**src/rtl/rtc_alarm_core.sv**
```systemverilog
module rtc_alarm_core #(
  parameter int REF_HZ      = 32768,
  parameter int MS_HZ       = 1000,
  parameter int COPY_PERIOD = 8,
  parameter int CNT_W       = 28,
  parameter int AW          = 8
) (
  input  logic          clk,
  input  logic          rst_n,
  input  logic          ref_tick,
  input  logic          wr_en,
  input  logic          rd_en,
  input  logic [AW-1:0] addr,
  input  logic [31:0]   wdata,
  output logic [31:0]   rdata,
  output logic          busy,
  output logic          irq
);
  localparam int ACC_W = $clog2(REF_HZ) + 1;
  localparam int PH_W  = (COPY_PERIOD > 1) ? $clog2(COPY_PERIOD) : 1;
  localparam int MS_W  = $clog2(MS_HZ);
  localparam int NIRQ  = 5;

  localparam logic [AW-1:0] A_BUSY = AW'(8'h04);
  localparam logic [AW-1:0] A_SEC  = AW'(8'h08);
  localparam logic [AW-1:0] A_SHD  = AW'(8'h0C);
  localparam logic [AW-1:0] A_MS   = AW'(8'h10);
  localparam logic [AW-1:0] A_SA0  = AW'(8'h14);
  localparam logic [AW-1:0] A_SA1  = AW'(8'h18);
  localparam logic [AW-1:0] A_MSA  = AW'(8'h1C);
  localparam logic [AW-1:0] A_CDN  = AW'(8'h24);
  localparam logic [AW-1:0] A_MSK  = AW'(8'h28);
  localparam logic [AW-1:0] A_STS  = AW'(8'h2C);

  logic [ACC_W-1:0] acc_q;
  logic [MS_W-1:0]  ms_q, ms_cp, msal_q;
  logic [31:0]      sec_q, sec_cp, shadow_q, sal0_q, sal1_q;
  logic [PH_W-1:0]  ph_q;
  logic             cdn_en;
  logic [CNT_W-1:0] cdn_cnt;
  logic [NIRQ-1:0]  mask_q, st_q, ev, clr;
  logic             pend_v;
  logic [AW-1:0]    pend_a;
  logic [31:0]      pend_d;
  logic             app_v;
  logic [AW-1:0]    app_a;
  logic [31:0]      app_d;
  logic [31:0]      rd_mux;

  wire [ACC_W-1:0] acc_sum = acc_q + ACC_W'(MS_HZ);
  wire             ms_tick = ref_tick && (acc_sum >= ACC_W'(REF_HZ));
  wire             ms_wrap = (ms_q == MS_W'(MS_HZ - 1));
  wire [MS_W-1:0]  ms_nx   = ms_wrap ? '0 : ms_q + MS_W'(1);
  wire [31:0]      sec_nx  = sec_q + 32'(ms_wrap);

  assign busy = (ph_q == PH_W'(COPY_PERIOD - 1));
  assign irq  = |(st_q & mask_q);

  always_comb begin
    app_v = 1'b0;
    app_a = addr;
    app_d = wdata;
    if (!busy) begin
      if (pend_v) begin
        app_v = 1'b1;
        app_a = pend_a;
        app_d = pend_d;
      end else if (wr_en) begin
        app_v = 1'b1;
      end
    end
  end

  wire wr_sec = app_v && (app_a == A_SEC);
  wire wr_cdn = app_v && (app_a == A_CDN);
  wire wr_sts = app_v && (app_a == A_STS);

  always_comb begin
    ev    = '0;
    ev[0] = ms_tick && ms_wrap && (sec_nx == sal0_q);
    ev[1] = ms_tick && ms_wrap && (sec_nx == sal1_q);
    ev[2] = ms_tick && (ms_nx == msal_q);
    ev[4] = ms_tick && cdn_en && (cdn_cnt <= CNT_W'(1));
    clr   = wr_sts ? app_d[NIRQ-1:0] : '0;
  end

  always_ff @(posedge clk) begin
    if (!rst_n) begin
      acc_q <= '0;
      ms_q  <= '0;
      sec_q <= '0;
      ph_q  <= '0;
    end else begin
      if (ref_tick) begin
        acc_q <= ms_tick ? acc_sum - ACC_W'(REF_HZ) : acc_sum;
        ph_q  <= busy ? '0 : ph_q + PH_W'(1);
      end
      if (ms_tick) begin
        ms_q  <= ms_nx;
        sec_q <= sec_nx;
      end
      if (wr_sec) sec_q <= app_d;
    end
  end

  always_ff @(posedge clk) begin
    if (!rst_n) begin
      sec_cp   <= '0;
      ms_cp    <= '0;
      shadow_q <= '0;
    end else begin
      if (ref_tick && busy) begin
        sec_cp <= sec_q;
        ms_cp  <= ms_q;
      end
      if (rd_en && addr == A_MS) shadow_q <= sec_cp;
    end
  end

  always_ff @(posedge clk) begin
    if (!rst_n) begin
      pend_v <= 1'b0;
      pend_a <= '0;
      pend_d <= '0;
    end else if (busy) begin
      if (wr_en) begin
        pend_v <= 1'b1;
        pend_a <= addr;
        pend_d <= wdata;
      end
    end else if (pend_v) begin
      if (wr_en) begin
        pend_a <= addr;
        pend_d <= wdata;
      end else begin
        pend_v <= 1'b0;
      end
    end
  end

  always_ff @(posedge clk) begin
    if (!rst_n) begin
      sal0_q  <= '0;
      sal1_q  <= '0;
      msal_q  <= '0;
      mask_q  <= '0;
      cdn_en  <= 1'b0;
      cdn_cnt <= '0;
      st_q    <= '0;
    end else begin
      if (app_v && app_a == A_SA0) sal0_q <= app_d;
      if (app_v && app_a == A_SA1) sal1_q <= app_d;
      if (app_v && app_a == A_MSA) msal_q <= app_d[MS_W-1:0];
      if (app_v && app_a == A_MSK) mask_q <= app_d[NIRQ-1:0];
      if (wr_cdn) begin
        cdn_en  <= app_d[31];
        cdn_cnt <= app_d[CNT_W-1:0];
      end else if (ms_tick && cdn_en) begin
        if (cdn_cnt <= CNT_W'(1)) begin
          cdn_cnt <= '0;
          cdn_en  <= 1'b0;
        end else begin
          cdn_cnt <= cdn_cnt - CNT_W'(1);
        end
      end
      st_q <= (st_q & ~clr) | ev;
    end
  end

  always_comb begin
    case (addr)
      A_BUSY:  rd_mux = {31'b0, busy};
      A_SEC:   rd_mux = sec_cp;
      A_SHD:   rd_mux = shadow_q;
      A_MS:    rd_mux = 32'(ms_cp);
      A_SA0:   rd_mux = sal0_q;
      A_SA1:   rd_mux = sal1_q;
      A_MSA:   rd_mux = 32'(msal_q);
      A_CDN:   rd_mux = {cdn_en, {(31-CNT_W){1'b0}}, cdn_cnt};
      A_MSK:   rd_mux = 32'(mask_q);
      A_STS:   rd_mux = 32'(st_q);
      default: rd_mux = '0;
    endcase
  end

  always_ff @(posedge clk) begin
    if (!rst_n)     rdata <= '0;
    else if (rd_en) rdata <= rd_mux;
  end


  ms_range_chk: assert property (@(posedge clk) disable iff (!rst_n)
    ms_q < MS_W'(MS_HZ));


  sec_carry_chk: assert property (@(posedge clk) disable iff (!rst_n)
    (ms_tick && ms_wrap && !wr_sec) |=> (ms_q == '0 && sec_q == $past(sec_q) + 32'd1));


  busy_end_chk: assert property (@(posedge clk) disable iff (!rst_n)
    (ref_tick && busy) |=> !busy);


  shadow_pair_chk: assert property (@(posedge clk) disable iff (!rst_n)
    (rd_en && addr == A_MS) |=> (shadow_q == $past(sec_cp)));


  cdn_fire_chk: assert property (@(posedge clk) disable iff (!rst_n)
    $rose(st_q[4]) |-> $past(cdn_en));


  busy_hold_chk: assert property (@(posedge clk) disable iff (!rst_n)
    (busy && wr_en && addr == A_MSK) |=> $stable(mask_q));
endmodule

```
**config.mk**
```make
export PLATFORM = sky130hd
export DESIGN_NAME = rtc_alarm_core
export DESIGN_NICKNAME = d
export VERILOG_FILES = /design/src/rtl/rtc_alarm_core.sv
export SDC_FILE = /design/constraint.sdc
export NUM_CORES = 1
export LEC_CHECK = 0
export BUFFER_PORTS_ARGS = -buffer_cell sky130_fd_sc_hd__buf_2
export CORE_MARGIN = 2
export CORE_UTILIZATION = 45
export DETAILED_ROUTE_END_ITERATION = 12
export HOLD_SLACK_MARGIN = 0.12
export PLACE_DENSITY_LB_ADDON = 0.2
export RECOVER_POWER = 25
export SYNTH_ARGS = -nofsm -noshare
export SYNTH_HDL_FRONTEND = slang
export SYNTH_SLANG_ARGS = --single-unit
```
**constraint.sdc**
```tcl
create_clock -name clk -period 4.8 [get_ports clk]
set_input_delay 0.72 -clock clk [delete_from_list [all_inputs] [get_ports clk]]
set_output_delay 0.72 -clock clk [all_outputs]
set_load 0.05 [all_outputs]
```
# After elaboration in Yosys (flattened, before gate mapping)
# Index checks and enable logic that the tools add are counted.
# op_classes
n_mux	29
eq_ne	23
n_lt_le_gt_ge	2
add_sub_neg	6
bitwise	4
reduce_logical	22
# op_table
op	count
32-bit one-hot mux with 10 select lines	1
32-bit two-way mux	7
28-bit two-way mux	3
32-bit == test	2
8-bit by 5-bit == test with 1-bit output (second input constant)	7
8-bit by 6-bit == test with 1-bit output (second input constant)	6
8-bit two-way mux	5
32-bit by 1-bit adder with 32-bit output	1
28-bit by 1-bit less-or-equal comparator with 1-bit output (second input constant)	1
28-bit by 1-bit subtractor with 28-bit output (second input constant)	1
8-bit by 4-bit == test with 1-bit output (second input constant)	3
16-bit by 10-bit adder with 16-bit output (second input constant)	1
16-bit greater-or-equal comparator (second input constant)	1
1-bit logical AND	16
16-bit two-way mux	1
16-bit subtractor (second input constant)	1
10-bit by 1-bit adder with 10-bit output (second input constant)	1
5-bit bitwise AND	2
10-bit == test	1
10-bit == test (second input constant)	1
10-bit two-way mux	1
1-bit two-way mux	9
8-bit by 3-bit == test with 1-bit output (second input constant)	1
2-bit nonzero test	4
other kinds (9)	9
# word_totals
out_inout_bits	34
inputBits	45
word_cells	104
ff_bits	321

# Depth between registers and ports, before layout
# Gate-level depths: netlist (run 1).
# depth
depth_word	8
ltp_mapped	19
ltp_nobuf	15

# Worst setup path before layout (run 1)
# OpenSTA, ideal clock, no wires.
# synth_timing
kind	register -> register
startpoint	register ms_q[1]
endpoint	register st_q[1]
n_path_buf	3
stages_incl_launch_ff	19
setup_time_ns	0.087
required_time_ns	4.713
setup_slack_ns	0.862
period_less_slack_ns	3.938
arrival_ns	3.851
cell_sequence	dfxtp_1 ha_1 nand2_1 nor4_1 nand2b_1 inv_1 buf_2 ha_1 ha_1 clkbuf_1 nand3_1 buf_2 nor2_1 xnor2_1 xnor2_1 nor4_1 nand4_1 or4_1 o31ai_1
# synth_via
elab_chain_cells	5
elab_cells_between_ends	6
classes_between	add/sub: 1; eq/ne: 2; bitwise: 1; reduce/logical: 2
# synth_lines
element	line_no	source
start: declaration	36	logic [MS_W-1:0] ms_q, ms_cp, msal_q;
start signal: assignment	99	ms_q <= ms_nx;
10-bit == test (*)	52	wire ms_wrap = (ms_q == MS_W'(MS_HZ - 1));
32-bit by 1-bit adder with 32-bit output	54	wire [31:0] sec_nx = sec_q + 32'(ms_wrap);
32-bit == test	81	ev[1] = ms_tick && ms_wrap && (sec_nx == sal1_q);
1-bit logical AND (*)	81	
5-bit OR (*)	166	st_q <= (st_q & ~clr) | ev;
end signal: assignment	166	
end: declaration	41	logic [NIRQ-1:0] mask_q, st_q, ev, clr;
# Every way passes the cells marked *; elsewhere a longest branch is shown, timed or not.
# A chain may end at the register's enable or synchronous reset.

# Worst setup path in the final report (run 1)
# layout_timing
startpoint	input rst_n
endpoint	register sal1_q[17]
# layout_lines
element	line_no	source
start: declaration	9	input logic rst_n,
end signal: assignment	152	if (app_v && app_a == A_SA1) sal1_q <= app_d;
end: declaration	37	logic [31:0] sec_q, sec_cp, shadow_q, sal0_q, sal1_q;
# No word-level cell between the ends.

==> results.rst, run 1 <==
.. list-table::
   :header-rows: 1

   * - Metric
     - Value
   * - Status
     - finished with violations
   * - Violated checks
     - max-capacitance violations, max-slew violations
   * - Sequential cell area fraction in the yosys report
     - 39.78%
   * - Number of global-route vias before repair
     - 13910
   * - Worst supply voltage drop on vdd
     - 0.2886 mV
   * - Setup-failing EPs final
     - 0
   * - Post-synthesis cell area
     - 16000 um^2
   * - Detailed Route WL
     - 55110 um
   * - Overall global routing resource usage
     - 29.41%
   * - RSZ-0062 raised after global routing
     - false
   * - Final worst clock skew
     - 14.69 ps
   * - Period utilisation layout
     - 92.37%
   * - Count of antenna-violating nets left after detailed routing
     - 0
   * - Maximum capacitance violations
     - 1
   * - Synth Area per Inst
     - 7.985 um^2
   * - Post-synthesis to final-layout area growth
     - 10.96%
   * - Critical path required time
     - 5220 ps
   * - Average wire per cell in the routed design
     - 22.27 um
   * - Share of cells above drive strength 1
     - 8.987%
   * - Maximum fanout along the worst path
     - 168
   * - Number of CTS-inserted buffers
     - 36
   * - Total placed cells including tap cells
     - 2413
   * - Vert. Die Dim
     - 192.6 um
   * - Most used standard cells in the synthesized netlist
     - dfxtp_1 (318), nand2_1 (318), nor2_1 (229), a21oi_1 (212), clkbuf_1 (125)
   * - Post CTS Setup Buffer Count
     - 0
   * - Multiplexer share of the synthesized area
     - 2.565%
   * - Number of slew-limit violations in the final report
     - 167
   * - Number of cells on the worst hold path
     - 3
   * - Lkg Pwr
     - 5.951 nW
   * - WHS
     - 442.5 ps
   * - Floorplan Core Area
     - 35310 um^2
   * - Sinks on the clock net
     - 318
   * - Clock insertion delay at the later pin of the skew report
     - 530 ps
   * - Count of state elements after synthesis
     - 318
   * - Effective utilization at floorplan
     - 45.32%
   * - Count of standard-cell rows
     - 69
   * - Ys Warns
     - 0
   * - Number of non-filler instances in the completed layout
     - 2475
   * - Drt first pass iters
     - 8
   * - Clock-pin transition on the worst setup and hold timing paths
     - 60 ps
   * - Number of endpoints with negative hold slack in the final report
     - 0
   * - IO Count
     - 79
   * - Predominant post-synthesis flop cell
     - dfxtp_1
   * - GRT overflow
     - 0
   * - Library cell occupying the most area in the post-synthesis netlist
     - dfxtp_1
   * - Cts-stage hold buffer count
     - 0
   * - Placer's final routability congestion estimate
     - 0.9732
   * - Number of enable-type register cells in the synthesized netlist
     - 0
   * - Detail-routed via count per cell
     - 6.092
   * - Final layout net count
     - 2043
   * - Type of element capturing the critical path
     - register
   * - H-tree depth
     - 2
   * - Post-layout minimum cycle time
     - 4434 ps
   * - Overall die width
     - 192.6 um
   * - Post-Syn Nets
     - 2057
   * - Die Area
     - 37090 um^2
   * - Cell area after layout
     - 17760 um^2
   * - Largest net degree at the start of global routing
     - 169
   * - Area fraction in compound gates after synthesis
     - 22.59%
   * - Clk buf depth
     - 3
   * - Vias
     - 15080
   * - Share of synthesized cell area in and, or, nand and nor gates
     - 22.68%
   * - Max transition margin
     - -98.24%
   * - Main area contributors after synthesis
     - dfxtp_1 (40%), nand2_1 (7.5%), a21oi_1 (6.6%)
   * - Number of cells produced by synthesis
     - 2004
   * - Combinational family with the most area after synthesis
     - simple AND/OR/NAND/NOR gates
   * - Asr flop ratio synth
     - 0%
   * - Overall power
     - 5.551 mW
   * - Placed instance area
     - 16650 um^2
   * - Global-route wire length before repair
     - 83640 um
   * - Power per cell area
     - 312.6 nW/um^2
   * - WS Path Type
     - primary input to register
   * - Parity-gate share of the synthesized area counting xor and xnor cells
     - 7.146%
   * - Clock tree from TritonCTS
     - done
   * - DRC Markers
     - 0
   * - Total half-perimeter wirelength after legalization and detailed placement
     - 38530 um
   * - Class of the worst hold path
     - primary input to register
   * - Distinct cell type count after synthesis
     - 89
   * - Area share of the largest cell type after synthesis
     - 39.78%
   * - Number of antenna violations at the first check in global routing
     - 0
   * - Transition at the pin with the smallest max-transition slack
     - 2974 ps
   * - Initial drt markers
     - 1727
   * - IO buf count
     - 78
   * - Critical Path Start Type
     - primary input
   * - Worst Reg-to-Reg Cells
     - 17
   * - Clock root buffer
     - clkbuf_16
   * - Data arrival time of the critical path
     - 4860 ps
   * - Adder and majority cell fraction of the synthesized area
     - 0.6255%
   * - Max Clock Freq
     - 225.5 MHz
   * - Setup TNS
     - 0 ps
   * - Number of diodes
     - 0
path summary, 6_finish.rpt:
kind              startpoint         end  slack [ps]
hold / removal      wdata[4]   pend_d[4]         440
setup reg to reg     ms_q[0]     st_q[0]         380
setup / recovery       rst_n  sal1_q[17]         370
hold reg to reg   pend_d[25]  pend_d[25]         450
final cells by class:
type | count | area (um^2)
fillers | 3428 | 17550
multi-input cells | 1505 | 8984
flip-flops and latches | 318 | 6367
clock buffers | 54 | 1069
repair buffers | 110 | 628.1
well taps | 461 | 576.8
inverters | 19 | 75.07
clock inverters | 8 | 57.56
routing by layer:
layer  wire [um]  share of wire [%]  vias up  track usage [%]
met5           0                  0        -                0
met2       24730                 45      565            45.99
met3        3659                6.6      104            3.910
met4        1648                3.0        0            9.659
li1            -                  -     7166                -
met1       25070                 45     7242            41.74
worst max-delay path: stages:
cell and delay, ps:
buf_2 440, clkinvlp_4 2360, buf_12 930, a211oi_1 230
repair_timing:
item                       4_1_cts  5_1_grt
resized for setup                0        4
hold endpoints to repair         0        0
setup endpoints to repair        0        3
layout by cell type (no fill, tap or decap), drive strengths merged, types with 7 or more instances in the layout:
cell type	instances
a31oi	20
o21ai	41
a22oi	36
nand3	46
a21oi	214
nor3b	9
and2	7
clkbuf	86
xnor2	74
a221oi	10
nor3	35
xor2	54
nor2b	9
nand2b	10
buf	78
nand3b	9
nor2	230
inv	19
and3	17
or4	11
or3	12
mux2i	41
a211oi	112
nand4	25
nor4	19
dfxtp	318
ha	8
nand2	319
o22ai	15
a222oi	34
cells by family (layout without fill, tap and decap cells):
family / after synthesis / count (layout)
flip-flops: 318 / 318
adder cells (fa/ha/maj): 8 / 8
XOR/XNOR: 129 / 129
AND/OR/NAND/NOR: 784 / 784
buffers and inverters: 181 / 191
AO/OA/AOI/OAI: 543 / 543
multiplexers: 41 / 41
where the power goes:
| part | leakage (nW) | switching (mW) | internal (mW) |
|---|---|---|---|
| clock network | 0.556 | 1.11 | 1.54 |
| registers | 2.56 | 0.0180 | 2.66 |
| logic | 2.83 | 0.160 | 0.0691 |
| total | 5.95 | 1.29 | 4.26 |
state kept, by name (all words and copies together) (netlist names), 3 cells and up:
name,count
acc_q,13
cdn_cnt,28
mask_q,5
ms_cp,10
ms_q,10
msal_q,10
pend_a,8
pend_d,32
ph_q,3
rdata,32
sal0_q,32
sal1_q,32
sec_cp,32
sec_q,32
shadow_q,32
st_q,5
per-stage QoR:
step	utilization [%]	setup slack, ps
after CTS	50.35	133.2
after global placement	47.16	439.2
after detailed placement	47.16	178.7
after floorplan	-	861.6
after global routing	50.29	16.88
final	50.29	366.2
No activity file was read; power rests on OpenSTA's default activity.
==> run 2, diff against run 1 <==
--- a/config.mk
+++ b/config.mk
@@ -11,7 +11,6 @@
 export DETAILED_ROUTE_END_ITERATION = 12
 export HOLD_SLACK_MARGIN = 0.12
 export PLACE_DENSITY_LB_ADDON = 0.2
-export RECOVER_POWER = 25
 export SYNTH_ARGS = -nofsm -noshare
 export SYNTH_HDL_FRONTEND = slang
 export SYNTH_SLANG_ARGS = --single-unit
==> results.rst, run 2 (synthesis results as in run 1) <==
.. list-table::
   :header-rows: 1

   * - Metric
     - Value
   * - Post CTS Setup Buffer Count
     - 0 (unchanged)
   * - Cell Chain, Critical Path
     - ha_1 -> nand2_1 -> nor4_4 -> nand2b_1 -> inv_1 -> ha_1 -> ha_1 -> nand3_1 -> buf_4 -> nor4_4 -> buf_4 -> nand4_1 -> xnor2_1 -> o21ai_0 -> a221oi_1 -> nand4_1 -> o31ai_1
   * - Global-route wire length before repair
     - 83640 um (unchanged)
   * - Class of the worst hold path
     - primary input to register
   * - Total half-perimeter wirelength after legalization and detailed placement
     - 38530 um (unchanged)
   * - Clock tree from TritonCTS
     - done
   * - Overall global routing resource usage
     - 29.41% (unchanged)
   * - GR met3 Demand/Resource
     - 3.910% (unchanged)
   * - Drt first pass iters
     - 5 (-3)
   * - Met1 global-route usage
     - 41.74% (unchanged)
   * - Post-layout minimum cycle time
     - 4396 ps (-38.23 ps)
   * - Final layout net count
     - 2043 (unchanged)
   * - Setup-failing EPs final
     - 0 (unchanged)
   * - Power dissipated by switching net loads
     - 1.288 mW (about the same)
   * - Number of slew-limit violations in the final report
     - 0 (-100%)
   * - Vias
     - 15070 (-0.060%)
   * - Final worst clock skew
     - 14.01 ps (-0.6783 ps)
   * - Transition at the pin with the smallest max-transition slack
     - 1077 ps (-1897 ps)
   * - Number of CTS-inserted buffers
     - 36 (unchanged)
   * - Clock-pin transition on the worst setup and hold timing paths
     - 60 ps (about the same)
   * - Share of the core filled with cells
     - 50.41% (+0.12 points)
   * - IO Count
     - 79 (unchanged)
   * - Clock group share of total power
     - 47.7% (about the same)
   * - Count of antenna-violating nets left after detailed routing
     - 0 (unchanged)
   * - Clock root buffer
     - clkbuf_16
   * - Max Clock Freq
     - 227.5 MHz (+0.87%)
   * - Placed instance area
     - 16650 um^2 (unchanged)
   * - Share of power burned in registers
     - 48.2% (about the same)
   * - Number of endpoints with negative hold slack in the final report
     - 0 (unchanged)
   * - Largest net degree at the start of global routing
     - 169 (unchanged)
   * - GRT overflow
     - 0 (unchanged)
   * - Clk buf depth
     - 3 (unchanged)
   * - Average wire per cell in the routed design
     - 22.20 um (-0.28%)
   * - Data arrival time of the critical path
     - 4830 ps (-30 ps)
   * - Slowest cell on the critical path
     - dfxtp_2
   * - Overall power
     - 5.549 mW (about the same)
   * - Critical path required time
     - 5240 ps (+20 ps)
   * - Cell area after layout
     - 17800 um^2 (+0.25%)
   * - Power per cell area
     - 311.7 nW/um^2 (-0.29%)
   * - Largest incremental delay on the critical path
     - 410 ps (-1950 ps)
   * - Number of global-route vias before repair
     - 13910 (unchanged)
   * - Cts-stage hold buffer count
     - 0 (unchanged)
   * - Clock insertion delay at the later pin of the skew report
     - 530 ps (about the same)
   * - Die Area
     - 37090 um^2 (unchanged)
   * - Maximum fanout along the worst path
     - 13 (-92%)
   * - Commonest cells after routing, fill and taps aside
     - nand2_1 (318), dfxtp_1 (317), nor2_1 (224)
   * - Worst-case setup slack after placement
     - 178.7 ps (unchanged)
   * - Met2 track demand over resource in global routing
     - 45.99% (unchanged)
   * - DRC Markers
     - 0 (unchanged)
   * - Share of cells above drive strength 1
     - 10.58% (+1.6 points)
   * - Most common cell after layout, fill and taps aside
     - nand2_1
   * - Initial drt markers
     - 1740 (+0.75%)
   * - IO buf count
     - 78 (unchanged)
   * - Count of standard-cell rows
     - 69 (unchanged)
   * - Gr busiest metal
     - met2
   * - Number of antenna violations at the first check in global routing
     - 0 (unchanged)
   * - Post-synthesis to final-layout area growth
     - 11.24%
   * - Detailed Route WL
     - 54950 um (-0.28%)
   * - Detail-routed via count per cell
     - 6.088 (about the same)
   * - Placer's final routability congestion estimate
     - 0.9732 (unchanged)
   * - Overall die width
     - 192.6 um (unchanged)
   * - Vert. Die Dim
     - 192.6 um (unchanged)
   * - RSZ-0062 raised after global routing
     - false
   * - Switching part of the total
     - 23.21% (about the same)
   * - Crit path max-delay family
     - simple AND/OR/NAND/NOR gates
   * - Logic pwr share
     - 4.1% (about the same)
   * - Type of element capturing the critical path
     - register
   * - Worst supply voltage drop on vdd
     - 0.2883 mV (-0.12%)
   * - Max transition margin
     - 26.17% (+120 points)
   * - Period utilisation layout
     - 91.57% (-0.80 points)
   * - Internal power of the cells
     - 4.261 mW (about the same)
   * - Critical Path Start Type
     - register
   * - Effective utilization at floorplan
     - 45.32% (unchanged)
   * - Cell repeated most along the worst path
     - ha_1
   * - Status
     - complete, no violations
   * - Maximum capacitance violations
     - 0 (-1)
   * - Sinks on the clock net
     - 318 (unchanged)
   * - Final critical-path setup slack
     - 404.5 ps (+38.23 ps)
   * - Lkg Pwr
     - 6.099 nW (+2.5%)
   * - Number of diodes
     - 0 (unchanged)
   * - Setup TNS
     - 0 ps (unchanged)
   * - WS Path Type
     - register to register
   * - Floorplan Core Area
     - 35310 um^2 (unchanged)
   * - Worst Path Buf+Inv
     - 3 (unchanged)
   * - H-tree depth
     - 2 (unchanged)
## run 2: changes by cell type in the layout (fill, tap and decap cells not counted), sizes merged
cell,change
buf,+32
clkbuf,-32
clkinvlp,-1
inv,+1
## run 2: what timing repair did
item | CTS | global route
hold endpoints to repair | 0 | 0
endpoints found under the setup margin | 0 | 3
resized for setup | 0 | 4
## run 2: worst paths after layout
path	cells after the start	slack (ps)	endpoint	from
max	17	400	st_q[0]	ms_q[0]
min	3	440	pend_d[4]	wdata[4]
max reg2reg	17	400	st_q[0]	ms_q[0]
min reg2reg	2	450	pend_d[25]	pend_d[25]
## run 2: through the flow
stage / cells / hold slack [ps]
2_1_floorplan: 2004 / 432.0
3_3_place_gp: 2413 / 440.0
3_5_place_dp: 2413 / 446.0
4_1_cts: 2475 / 431.5
5_1_grt: 2475 / 443.0
6_report: 2475 / 439.9
## run 2: worst min-delay path, stage by stage
cell     delay (ps)
buf_2           100
nand2_1          50
a21oi_1          50
## run 2: layer usage
layer	share of wire, %	vias to the layer above
li1	-	7173
met1	45	7199
met2	45	594
met3	7.2	102
met4	2.9	0
met5	0	-
## run 2: area by class of cell
class / instances / area, um^2
Fill cell: 3421 / 17510
Multi-Input combinational cell: 1505 / 8984
Sequential cell: 318 / 6367
Clock buffer: 54 / 1069
Timing Repair Buffer: 110 / 668.1
Tap cell: 461 / 576.8
Inverter: 19 / 78.83
Clock inverter: 8 / 57.56
## run 2: power by group through the flow
stage,clock [mW],sequential (mW),combinational (mW)
after CTS,2.68,2.67,0.225
after floorplan,0,2.72,0.140
after detailed placement,0,2.73,0.224
final,2.65,2.67,0.228
after global routing,2.78,2.67,0.245
after global placement,0,2.73,0.221
==> run 3, diff against run 2 <==
==> constraint.sdc (replaced) <==
create_clock -name clk -period 4.8 [get_ports clk]
set_input_delay 0 -clock clk [delete_from_list [all_inputs] [get_ports clk]]
set_output_delay 0 -clock clk [all_outputs]
set_load 0.05 [all_outputs]
==> results.rst, run 3 (synthesis results as in run 1) <==
.. list-table::
   :header-rows: 1

   * - Metric
     - Value
   * - Status
     - complete, no violations
   * - Worst-case setup slack after placement
     - 56.22 ps (-122.5 ps)
   * - Number of endpoints with negative hold slack in the final report
     - 0 (unchanged)
   * - Floorplan Core Area
     - 35310 um^2 (unchanged)
   * - Final layout net count
     - 2080 (+1.8%)
   * - H-tree depth
     - 2 (unchanged)
   * - Transition at the pin with the smallest max-transition slack
     - 1148 ps (+71.40 ps)
   * - Clock tree from TritonCTS
     - done
   * - Most common cell after layout, fill and taps aside
     - dfxtp_1
   * - Clock root buffer
     - clkbuf_16
   * - Period utilisation layout
     - 90.98% (-0.60 points)
   * - Worst R2R Setup Slack
     - 430 ps (+30 ps)
   * - Clock insertion delay at the later pin of the skew report
     - 540 ps (about the same)
   * - Die Area
     - 37090 um^2 (unchanged)
   * - GRT overflow
     - 0 (unchanged)
   * - Final critical-path setup slack
     - 433.2 ps (+28.71 ps)
   * - Cell area after layout
     - 18180 um^2 (+2.2%)
   * - Largest net degree at the start of global routing
     - 175 (+3.6%)
   * - Overall die width
     - 192.6 um (unchanged)
   * - Commonest cells after routing, fill and taps aside
     - dfxtp_1 (318), nand2_1 (317), nor2_1 (224)
   * - Setup-failing EPs final
     - 0 (unchanged)
   * - Max transition margin
     - 23.24% (-2.9 points)
   * - Critical path required time
     - 5250 ps (about the same)
   * - Hold path startpoint
     - rd_en
   * - Class of the worst hold path
     - primary input to register
   * - IO buf count
     - 78 (unchanged)
   * - WS Path Type
     - register to register
   * - Power per cell area
     - 307.7 nW/um^2 (-1.3%)
   * - Total half-perimeter wirelength after legalization and detailed placement
     - 38500 um (about the same)
   * - Overall global routing resource usage
     - 29.56% (+0.15 points)
   * - DRC Markers
     - 0 (unchanged)
   * - Number of diodes
     - 0 (unchanged)
   * - Drt first pass iters
     - 10 (+5)
   * - Critical Path Start Type
     - register
   * - Post-synthesis to final-layout area growth
     - 13.64%
   * - Count of antenna-violating nets left after detailed routing
     - 0 (unchanged)
   * - Type of element capturing the critical path
     - register
   * - Clk buf depth
     - 3 (unchanged)
   * - Average wire per cell in the routed design
     - 21.91 um (-1.3%)
   * - Vias
     - 15150 (+0.52%)
   * - IO Count
     - 79 (unchanged)
   * - Clock-pin transition on the worst setup and hold timing paths
     - 70 ps (about the same)
   * - Detail-routed via count per cell
     - 6.030 (-0.96%)
   * - Maximum capacitance violations
     - 0 (unchanged)
   * - Count of standard-cell rows
     - 69 (unchanged)
   * - Endpoint with the worst hold slack
     - rdata[1]
   * - Detailed Route WL
     - 55050 um (+0.17%)
   * - Placer's final routability congestion estimate
     - 0.9601 (-1.3%)
   * - Number of cells on the worst hold path
     - 5 (+2)
   * - Worst Reg-to-Reg Cells
     - 14 (-3)
   * - Data arrival time of the critical path
     - 4810 ps (-20 ps)
   * - Number of antenna violations at the first check in global routing
     - 0 (unchanged)
   * - Effective utilization at floorplan
     - 45.32% (unchanged)
   * - Sinks on the clock net
     - 318 (unchanged)
   * - Number of slew-limit violations in the final report
     - 0 (unchanged)
   * - Initial drt markers
     - 1779 (+2.2%)
   * - FF-to-FF End
     - st_q[1]
   * - Final worst clock skew
     - 23.63 ps (+9.618 ps)
   * - Launching point of the worst reg2reg path
     - ms_q[0]
   * - Post CTS Setup Buffer Count
     - 0 (unchanged)
   * - RSZ-0062 raised after global routing
     - false
   * - Number of global-route vias before repair
     - 14170 (+1.9%)
   * - Vert. Die Dim
     - 192.6 um (unchanged)
   * - Max Clock Freq
     - 229.0 MHz (+0.66%)
   * - Maximum fanout along the worst path
     - 10 (-3)
   * - Number of CTS-inserted buffers
     - 36 (unchanged)
   * - Share of cells above drive strength 1
     - 10.19% (-0.39 points)
   * - Lkg Pwr
     - 6.239 nW (+2.3%)
   * - Placed instance area
     - 16590 um^2 (-0.38%)
   * - Post-layout minimum cycle time
     - 4367 ps (-28.71 ps)
   * - Worst supply voltage drop on vdd
     - 0.2874 mV (-0.31%)
   * - Global-route wire length before repair
     - 84050 um (+0.49%)
   * - Setup TNS
     - 0 ps (unchanged)
==> run 3: cell types whose count changed in the layout (fill, tap and decap cells not counted), moves of 2 or more <==
cell and change:
buf_4 -5, clkbuf_8 -2, clkbuf_1 +2, nor4_4 -2
dlygate4sd3_1 +43, nor4_2 +3
==> run 3: final cells by class <==
class	count	area [um^2]
Clock buffer	54	1049
Clock inverter	8	82.58
Fill cell	3344	17130
Inverter	19	78.83
Multi-Input combinational cell	1505	8991
Sequential cell	318	6366
Tap cell	461	576.8
Timing Repair Buffer	147	1041
==> run 3: timing repair <==
action | 4_1_cts | 5_1_grt
hold buffers | 43 | 0
resized for setup | 0 | 6
setup endpoints to repair | 0 | 6
hold endpoints to repair | 115 | 0
==> run 3: power breakdown <==
| part | total, mW | switching (mW) | internal [mW] |
|---|---|---|---|
| clock | 2.67 | 1.11 | 1.56 |
| sequential | 2.67 | 0.0180 | 2.66 |
| combinational | 0.254 | 0.165 | 0.0888 |
==> run 3: worst max path at each step <==
stage               startpoint  endpoint  slack [ps]  depth (start not counted)
finish                 ms_q[0]   st_q[1]         430                         14
global route           ms_q[0]   st_q[1]          20                         15
CTS                    ms_q[0]   st_q[1]           7                         15
detailed placement     ms_q[0]   st_q[0]          60                         14
global placement       ms_q[0]   st_q[0]         260                         14
floorplan              ms_q[1]   st_q[1]         860                         18
==> run 3: through the flow <==
stage               hold WS, ps  utilization (%)  total power, mW  instances
floorplan                 136.0                -            2.865       2004
global placement          252.7            46.98            2.950       2407
detailed placement        258.8            46.98            2.953       2407
CTS                       176.1            51.41            5.629       2512
global route              232.0            51.50            5.749       2512
finish                    191.9            51.50            5.596       2512
==> run 3: layer usage <==
layer | vias up | track usage, % | wire length, um
met2 | 578 | 46.40 | 24890
met1 | 7247 | 41.93 | 25030
met4 | 0 | 9.014 | 1387
li1 | 7241 | - | -
met5 | - | 0 | 0
met3 | 81 | 4.146 | 3733
==> run 3: critical path: stages (launching register included) <==
cell	delay (ps)
dfxtp_1	500
ha_1	310
nand2_1	130
nor4_2	340
nand2b_1	220
inv_1	150
ha_1	230
nand4_1	370
nor4_2	500
xnor3_1	250
o21ai_0	90
nor4_1	180
nand4_1	160
or4_1	590
o31ai_1	250
